## config.mk

```make
export PLATFORM = sky130hd
export DESIGN_NAME = dma_svc_sched
export DESIGN_NICKNAME = d
export VERILOG_FILES = /design/src/rtl/dma_sched_pkg.sv /design/src/rtl/dma_page_file.sv /design/src/rtl/dma_chan_track.sv /design/src/rtl/dma_addr_gen.sv /design/src/rtl/dma_scan_ctl.sv /design/src/rtl/dma_svc_sched.sv
export SDC_FILE = /design/constraint.sdc
export NUM_CORES = 1
export LEC_CHECK = 0
export CAP_MARGIN = 20
export CORE_ASPECT_RATIO = 0.7
export CORE_UTILIZATION = 45
export CTS_CLUSTER_DIAMETER = 30
export CTS_CLUSTER_SIZE = 10
export DETAILED_ROUTE_END_ITERATION = 10
export GPL_ROUTABILITY_DRIVEN = 0
export PLACE_DENSITY = 0.72
export SYNTH_ARGS = -nofsm -noshare
export SYNTH_HDL_FRONTEND = slang
export SYNTH_HIERARCHICAL = 1
export SYNTH_SLANG_ARGS = --single-unit
export TNS_END_PERCENT = 10
```

## constraint.sdc

```tcl
create_clock -name clk -period 6.12 [get_ports clk]
set_clock_uncertainty 0.1 [all_clocks]
set_input_delay 0.918 -clock clk [delete_from_list [all_inputs] [get_ports clk]]
set_output_delay 0.918 -clock clk [all_outputs]
set_load 0.02 [all_outputs]
```

## src/rtl/dma_sched_pkg.sv

```systemverilog
package dma_sched_pkg;

  localparam int NCH = 4;

  typedef enum logic [1:0] {
    SC_IDLE = 2'd0,
    SC_SCAN = 2'd1,
    SC_XFER = 2'd2
  } scan_st_e;

  // Page port decode: {hit, channel[1:0]}
  function automatic logic [2:0] page_slot(input logic [2:0] off);
    logic [2:0] r;
    case (off)
      3'd1:    r = {1'b1, 2'd2};
      3'd2:    r = {1'b1, 2'd3};
      3'd3:    r = {1'b1, 2'd1};
      3'd7:    r = {1'b1, 2'd0};
      default: r = 3'b000;
    endcase
    return r;
  endfunction

endpackage

```

## src/rtl/dma_page_file.sv

```systemverilog
module dma_page_file
  import dma_sched_pkg::*;
#(
  parameter int PAGE_W = 8
) (
  input  logic                  clk,
  input  logic                  rst_n,
  input  logic                  we,
  input  logic                  sel_hi,
  input  logic [2:0]            off,
  input  logic [PAGE_W-1:0]     wdata,
  output logic [PAGE_W-1:0]     rdata,
  output logic [NCH*PAGE_W-1:0] lo_pages,
  output logic [NCH*PAGE_W-1:0] hi_pages
);

  logic [2:0] slot;
  logic       hit;
  logic [1:0] sch;

  assign slot = page_slot(off);
  assign hit  = slot[2];
  assign sch  = slot[1:0];

  logic [PAGE_W-1:0] lo_q [NCH];
  logic [PAGE_W-1:0] hi_q [NCH];

  for (genvar g = 0; g < NCH; g++) begin : g_page
    logic              lo_en, hi_en;
    logic [PAGE_W-1:0] lo_d, hi_d;

    always_comb begin
      lo_en = we && hit && (sch == 2'(g)) && !sel_hi;
      hi_en = we && hit && (sch == 2'(g)) &&  sel_hi;
      lo_d  = lo_en ? wdata : lo_q[g];
      hi_d  = hi_en ? wdata : hi_q[g];
    end

    always_ff @(posedge clk or negedge rst_n) begin
      if (!rst_n) begin
        lo_q[g] <= '0;
        hi_q[g] <= '0;
      end else begin
        lo_q[g] <= lo_d;
        hi_q[g] <= hi_d;
      end
    end

    assign lo_pages[g*PAGE_W +: PAGE_W] = lo_q[g];
    assign hi_pages[g*PAGE_W +: PAGE_W] = hi_q[g];
  end

  always_comb begin
    if (!hit)        rdata = '0;
    else if (sel_hi) rdata = hi_q[sch];
    else             rdata = lo_q[sch];
  end

endmodule

```

## src/rtl/dma_chan_track.sv

```systemverilog
module dma_chan_track
  import dma_sched_pkg::*;
#(
  parameter int POS_W = 17
) (
  input  logic                 clk,
  input  logic                 rst_n,
  input  logic                 upd_en,
  input  logic [1:0]           upd_ch,
  input  logic [POS_W-1:0]     upd_pos,
  input  logic                 upd_tc,
  input  logic [NCH-1:0]       pos_clr,
  input  logic [NCH-1:0]       tc_clr,
  output logic [NCH*POS_W-1:0] pos_all,
  output logic [NCH-1:0]       tc
);

  for (genvar g = 0; g < NCH; g++) begin : g_chan
    logic [POS_W-1:0] pos_q, pos_d;
    logic             tc_q, tc_d;
    logic             hit;

    always_comb begin
      hit   = upd_en && (upd_ch == 2'(g));
      pos_d = pos_q;
      if (pos_clr[g])  pos_d = '0;
      else if (hit)    pos_d = upd_pos;
      tc_d = tc_q;
      if (tc_clr[g])   tc_d = 1'b0;
      if (hit && upd_tc) tc_d = 1'b1;
    end

    always_ff @(posedge clk or negedge rst_n) begin
      if (!rst_n) begin
        pos_q <= '0;
        tc_q  <= 1'b0;
      end else begin
        pos_q <= pos_d;
        tc_q  <= tc_d;
      end
    end

    assign pos_all[g*POS_W +: POS_W] = pos_q;
    assign tc[g] = tc_q;
  end

endmodule

```

## src/rtl/dma_addr_gen.sv

```systemverilog
module dma_addr_gen #(
  parameter int HPAGE_W = 7,
  parameter int PAGE_W  = 8,
  parameter int CNT_W   = 16,
  parameter int POS_W   = 17,
  localparam int ADDR_W = HPAGE_W + PAGE_W + CNT_W
) (
  input  logic [PAGE_W-1:0] hi_page,
  input  logic [PAGE_W-1:0] lo_page,
  input  logic [CNT_W-1:0]  cur,
  input  logic              dec,
  input  logic [POS_W-1:0]  pos,
  input  logic [POS_W-1:0]  len,
  output logic [ADDR_W-1:0] addr
);

  localparam int FULL_W = PAGE_W + PAGE_W + CNT_W;

  logic [FULL_W-1:0] base_full;
  logic [FULL_W-1:0] pos_x, len_x, sum_full;
  logic [FULL_W-ADDR_W-1:0] unused_hi;

  always_comb begin
    base_full = {hi_page, lo_page, cur};
    pos_x     = FULL_W'(pos);
    len_x     = FULL_W'(len);
    if (dec) sum_full = base_full - pos_x - len_x;
    else     sum_full = base_full + pos_x;
  end

  // High page bits above HPAGE_W fall off with the truncation
  assign {unused_hi, addr} = sum_full;

endmodule

```

## src/rtl/dma_scan_ctl.sv

```systemverilog
module dma_scan_ctl
  import dma_sched_pkg::*;
(
  input  logic           clk,
  input  logic           rst_n,
  input  logic           rescan,
  input  logic [NCH-1:0] elig,
  input  logic           xfer_ready,
  output logic           xfer_valid,
  output logic           accept,
  output logic [1:0]     cur_ch,
  output logic           busy
);

  localparam logic [1:0] LAST = 2'(NCH - 1);

  scan_st_e   st_q, st_d;
  logic [1:0] idx_q, idx_d;
  logic       rearm_q, rearm_d;
  logic       end_pass;

  always_comb begin
    st_d     = st_q;
    idx_d    = idx_q;
    rearm_d  = rearm_q;
    accept   = 1'b0;
    end_pass = 1'b0;
    case (st_q)
      SC_IDLE: begin
        if (rescan) begin
          st_d    = SC_SCAN;
          idx_d   = '0;
          rearm_d = 1'b0;
        end
      end
      SC_SCAN: begin
        if (rescan) rearm_d = 1'b1;
        if (elig[idx_q])         st_d = SC_XFER;
        else if (idx_q == LAST)  end_pass = 1'b1;
        else                     idx_d = idx_q + 2'd1;
      end
      SC_XFER: begin
        if (rescan) rearm_d = 1'b1;
        if (xfer_ready) begin
          accept = 1'b1;
          if (idx_q == LAST) end_pass = 1'b1;
          else begin
            idx_d = idx_q + 2'd1;
            st_d  = SC_SCAN;
          end
        end
      end
      default: st_d = SC_IDLE;
    endcase
    if (end_pass) begin
      if (rearm_q || rescan) begin
        st_d    = SC_SCAN;
        idx_d   = '0;
        rearm_d = 1'b0;
      end else begin
        st_d    = SC_IDLE;
        rearm_d = 1'b0;
      end
    end
  end

  always_ff @(posedge clk or negedge rst_n) begin
    if (!rst_n) begin
      st_q    <= SC_IDLE;
      idx_q   <= '0;
      rearm_q <= 1'b0;
    end else begin
      st_q    <= st_d;
      idx_q   <= idx_d;
      rearm_q <= rearm_d;
    end
  end

  assign xfer_valid = (st_q == SC_XFER);
  assign cur_ch     = idx_q;
  assign busy       = (st_q != SC_IDLE);

endmodule

```

## src/rtl/dma_svc_sched.sv

```systemverilog
module dma_svc_sched
  import dma_sched_pkg::*;
#(
  parameter int WSHIFT  = 0,
  parameter int CNT_W   = 16,
  parameter int PAGE_W  = 8,
  parameter int HPAGE_W = 7,
  localparam int POS_W  = CNT_W + 1 + WSHIFT,
  localparam int ADDR_W = HPAGE_W + PAGE_W + CNT_W
) (
  input  logic                 clk,
  input  logic                 rst_n,
  input  logic [NCH-1:0]       ch_mask,
  input  logic [NCH-1:0]       ch_req,
  input  logic [NCH-1:0]       ch_dec,
  input  logic [NCH*CNT_W-1:0] base_cnt,
  input  logic [NCH*CNT_W-1:0] cur_addr,
  input  logic                 rescan,
  input  logic [NCH-1:0]       pos_clr,
  input  logic [NCH-1:0]       tc_clr,
  input  logic                 pg_we,
  input  logic                 pg_hi,
  input  logic [2:0]           pg_off,
  input  logic [PAGE_W-1:0]    pg_wdata,
  output logic [PAGE_W-1:0]    pg_rdata,
  output logic                 xfer_valid,
  input  logic                 xfer_ready,
  output logic [2:0]           xfer_id,
  output logic [POS_W-1:0]     xfer_pos,
  output logic [POS_W-1:0]     xfer_len,
  output logic [ADDR_W-1:0]    xfer_addr,
  input  logic [POS_W-1:0]     xfer_ret,
  output logic [NCH-1:0]       tc_flag,
  output logic                 busy
);

  localparam logic SHIFT_BIT = (WSHIFT != 0);

  logic [NCH-1:0]        elig;
  logic                  accept;
  logic [1:0]            cur_ch;
  logic [NCH*PAGE_W-1:0] lo_pages, hi_pages;
  logic [NCH*POS_W-1:0]  pos_all;
  logic [CNT_W-1:0]      sel_cnt;
  logic [CNT_W:0]        cnt_p1;
  logic                  hit_tc;

  assign elig = ~ch_mask & ch_req;

  dma_scan_ctl u_scan (
    .clk        (clk),
    .rst_n      (rst_n),
    .rescan     (rescan),
    .elig       (elig),
    .xfer_ready (xfer_ready),
    .xfer_valid (xfer_valid),
    .accept     (accept),
    .cur_ch     (cur_ch),
    .busy       (busy)
  );

  dma_page_file #(.PAGE_W(PAGE_W)) u_pages (
    .clk      (clk),
    .rst_n    (rst_n),
    .we       (pg_we),
    .sel_hi   (pg_hi),
    .off      (pg_off),
    .wdata    (pg_wdata),
    .rdata    (pg_rdata),
    .lo_pages (lo_pages),
    .hi_pages (hi_pages)
  );

  always_comb begin
    sel_cnt  = base_cnt[cur_ch*CNT_W +: CNT_W];
    cnt_p1   = {1'b0, sel_cnt} + {{CNT_W{1'b0}}, 1'b1};
    xfer_len = POS_W'(cnt_p1) << WSHIFT;
    xfer_pos = pos_all[cur_ch*POS_W +: POS_W];
    xfer_id  = {SHIFT_BIT, cur_ch};
    hit_tc   = (xfer_ret == xfer_len);
  end

  dma_chan_track #(.POS_W(POS_W)) u_track (
    .clk     (clk),
    .rst_n   (rst_n),
    .upd_en  (accept),
    .upd_ch  (cur_ch),
    .upd_pos (xfer_ret),
    .upd_tc  (hit_tc),
    .pos_clr (pos_clr),
    .tc_clr  (tc_clr),
    .pos_all (pos_all),
    .tc      (tc_flag)
  );

  dma_addr_gen #(
    .HPAGE_W (HPAGE_W),
    .PAGE_W  (PAGE_W),
    .CNT_W   (CNT_W),
    .POS_W   (POS_W)
  ) u_addr (
    .hi_page (hi_pages[cur_ch*PAGE_W +: PAGE_W]),
    .lo_page (lo_pages[cur_ch*PAGE_W +: PAGE_W]),
    .cur     (cur_addr[cur_ch*CNT_W +: CNT_W]),
    .dec     (ch_dec[cur_ch]),
    .pos     (xfer_pos),
    .len     (xfer_len),
    .addr    (xfer_addr)
  );

endmodule

```

==> reports/qor.yml <==
worst_setup_path:
  cp.required_ns: 5.10
  endpoint_kind: "primary output"
  cp.arrival_ns: 5.11
  cp-start-kind: "primary input"
  r2r_start: "u_scan/cur_ch[0]"
  startpoint: "base_cnt[49]"
  cp_max_fo: 6
  crit_type: "in2out"
synth:
  synth_area_per_cell_um2: 10.2
  synth_area_um2: 12500
  synthCells: 1233
  postSynthNetCount: 1476
  yosys_warnings: 6
finish:
  syn_to_final_growth_pct: 36.4
  drive_gt1_share_pct: 24.6
  final_common_cell: "clkdlybuf4s50_1"
  mostFrequentLayoutCells: "clkdlybuf4s50_1, nand2b_1, buf_4, dfrtp_1, mux2i_1"
  nFillCells: 2229
  nNetsFinal: 1828
pwr:
  p_seq_share_pct: 12.8
  p_int_w: 0.00497
  power_frac_comb_pct: 75.9
  powerDensity_nw_per_um2: 544
  peakVddDrop_mv: 0.371
  switching_share_pct: 46.5
  p_leak_nw: 6.93
  clock_power_share_pct: 11.3
  switchingPower_w: 0.00433
  finalPower_w: 0.00931
drt:
  wl_per_cell_um: 22.1
  ant_nets: 0
  route.detailed.drc: 0
  vias: 11500
  vias_per_cell: 5.87
  drt_iter0_markers: 1065
  wirelength_mm: 43.4
  drtPass1Iterations: 5
clock_tree:
  clk_latency_ns: 0.42
  ctsHtreeMaxLevel: 4
  root_buffer: "clkbuf_16"
  cts_buffers: 17
  cts_tree: "done"
  clockBufferDepth: 2
  clkSinkCount: 141
  clkTransAtPathRegs_ns: 0.06
timing:
  fin_crit_ns: 6.12
  rsz0062_at_grt: "yes"
  setup_viol: 1
  tightest_slew_ns: 1.05
  fmax_mhz: 163
  hold_viol: 0
  fin_ws_ns: -0.00424
  drv_slew: 0
  post-route-period-util_pct: 100
  fin_tns_setup_ns: -0.00424
  max_slew_margin_pct: 30.0
floorplanning:
  io_pins: 264
  dieArea_um2: 28500
  die_y_um: 142
  rows: 50
  initial_core_util_pct: 46.4
  dieWidth_um: 202
  coreArea_um2: 27000
job:
  maxCapViolCount: 0
global_route:
  grt_pass1_wl_mm: 64.8
  gr-total-overflow: 0
  grt_max_degree: 110
  grt_usage_pct: 29.6
  antenna_found_initial: 2
  grt_pass1_vias: 11400
placement:
  hpwlAfterDp_mm: 33.4
  post-place-ws_ns: -0.734
  portBuffers: 262
run_status:
  violations: "negative setup slack"
  outcome: "finished, violations left"
min_path:
  hold_class: "in2async"
-- routing by layer --
layer,track usage (%),part of all wire (%),vias up
met1,43.3,45,5774
li1,-,-,5200
met3,6.66,8.8,53
met4,7.10,1.7,2
met2,44.3,44,502
met5,0,0.039,-
-- final cells by class --
| class | instances | area [µm²] | share of cell area, % |
|---|---|---|---|
| Inverter | 72 | 270 | 1.58 |
| Clock inverter | 14 | 156 | 0.915 |
| Clock buffer | 18 | 439 | 2.57 |
| Antenna cell | 1 | 2.50 | 0.0146 |
| Multi-Input combinational cell | 947 | 8540 | 50.0 |
| Tap cell | 364 | 455 | 2.66 |
| Sequential cell | 141 | 3540 | 20.7 |
| Timing Repair Buffer | 406 | 3690 | 21.6 |
-- critical path, stage by stage --
cell and delay, ns:
clkdlybuf4s50_1 0.48, mux4_2 0.29, buf_4 0.13, nand4_2 0.10, or4_4 0.59, nor2_2 0.12
xor2_1 0.22, inv_1 0.09, fa_2 0.53, ha_2 0.30, buf_4 0.17, nand2_1 0.06
o21a_1 0.20, o21ai_4 0.11, o41ai_2 0.25, o221ai_1 0.20, xnor2_1 0.18, buf_2 0.18
-- state kept, by name (all words and copies together) (netlist names) --
name / count
u_pages/lo_pages: 32
u_scan/rearm_q: 1
u_pages/hi_pages: 32
u_track/g_chan.pos_q: 68
u_scan/st_q: 2
u_scan/cur_ch: 2
u_track/g_chan.tc_q: 4
-- path summary, 6_finish.rpt --
| kind | to | cells past startpoint | slack [ns] |
|---|---|---|---|
| max in group asynchronous | u_scan/cur_ch[0] | 3 | 4.51 |
| setup / recovery | xfer_addr[27] | 18 | -0.004 |
| hold reg to reg | u_pages/hi_pages[31] | 1 | 0.41 |
| hold / removal | u_pages/hi_pages[7] | 1 | 0.19 |
| setup reg to reg | u_track/g_chan[1].tc_q | 11 | 2.61 |
| min in group clk | u_pages/hi_pages[31] | 1 | 0.41 |
-- what timing repair did --
action,CTS,global route
gates resized for setup,75,59
setup buffers,5,9
pin swaps,8,23
endpoints found under the setup margin,24,26
hold buffers,0,0
-- per-stage QoR --
stage          instance area, µm²  util (%)  instances  hold slack, ns
6_report                    17100      63.3       1963           0.192
4_1_cts                     16800      62.2       1952           0.414
5_1_grt                     17100      63.3       1963           0.184
3_5_place_dp                16200      59.9       1915           0.398
2_1_floorplan               12500         -       1233           0.376
3_3_place_gp                16100      59.8       1914           0.392
-- power by group through the flow --
stage	Combinational [W]	Sequential, W	Clock [W]
floorplan	0.00391	0.00117	0
global placement	0.00658	0.00120	0
detailed placement	0.00667	0.00120	0
CTS	0.00662	0.00119	0.00106
global route	0.00753	0.00121	0.00111
finish	0.00706	0.00119	0.00105
Power figures use the tool's default switching activity.
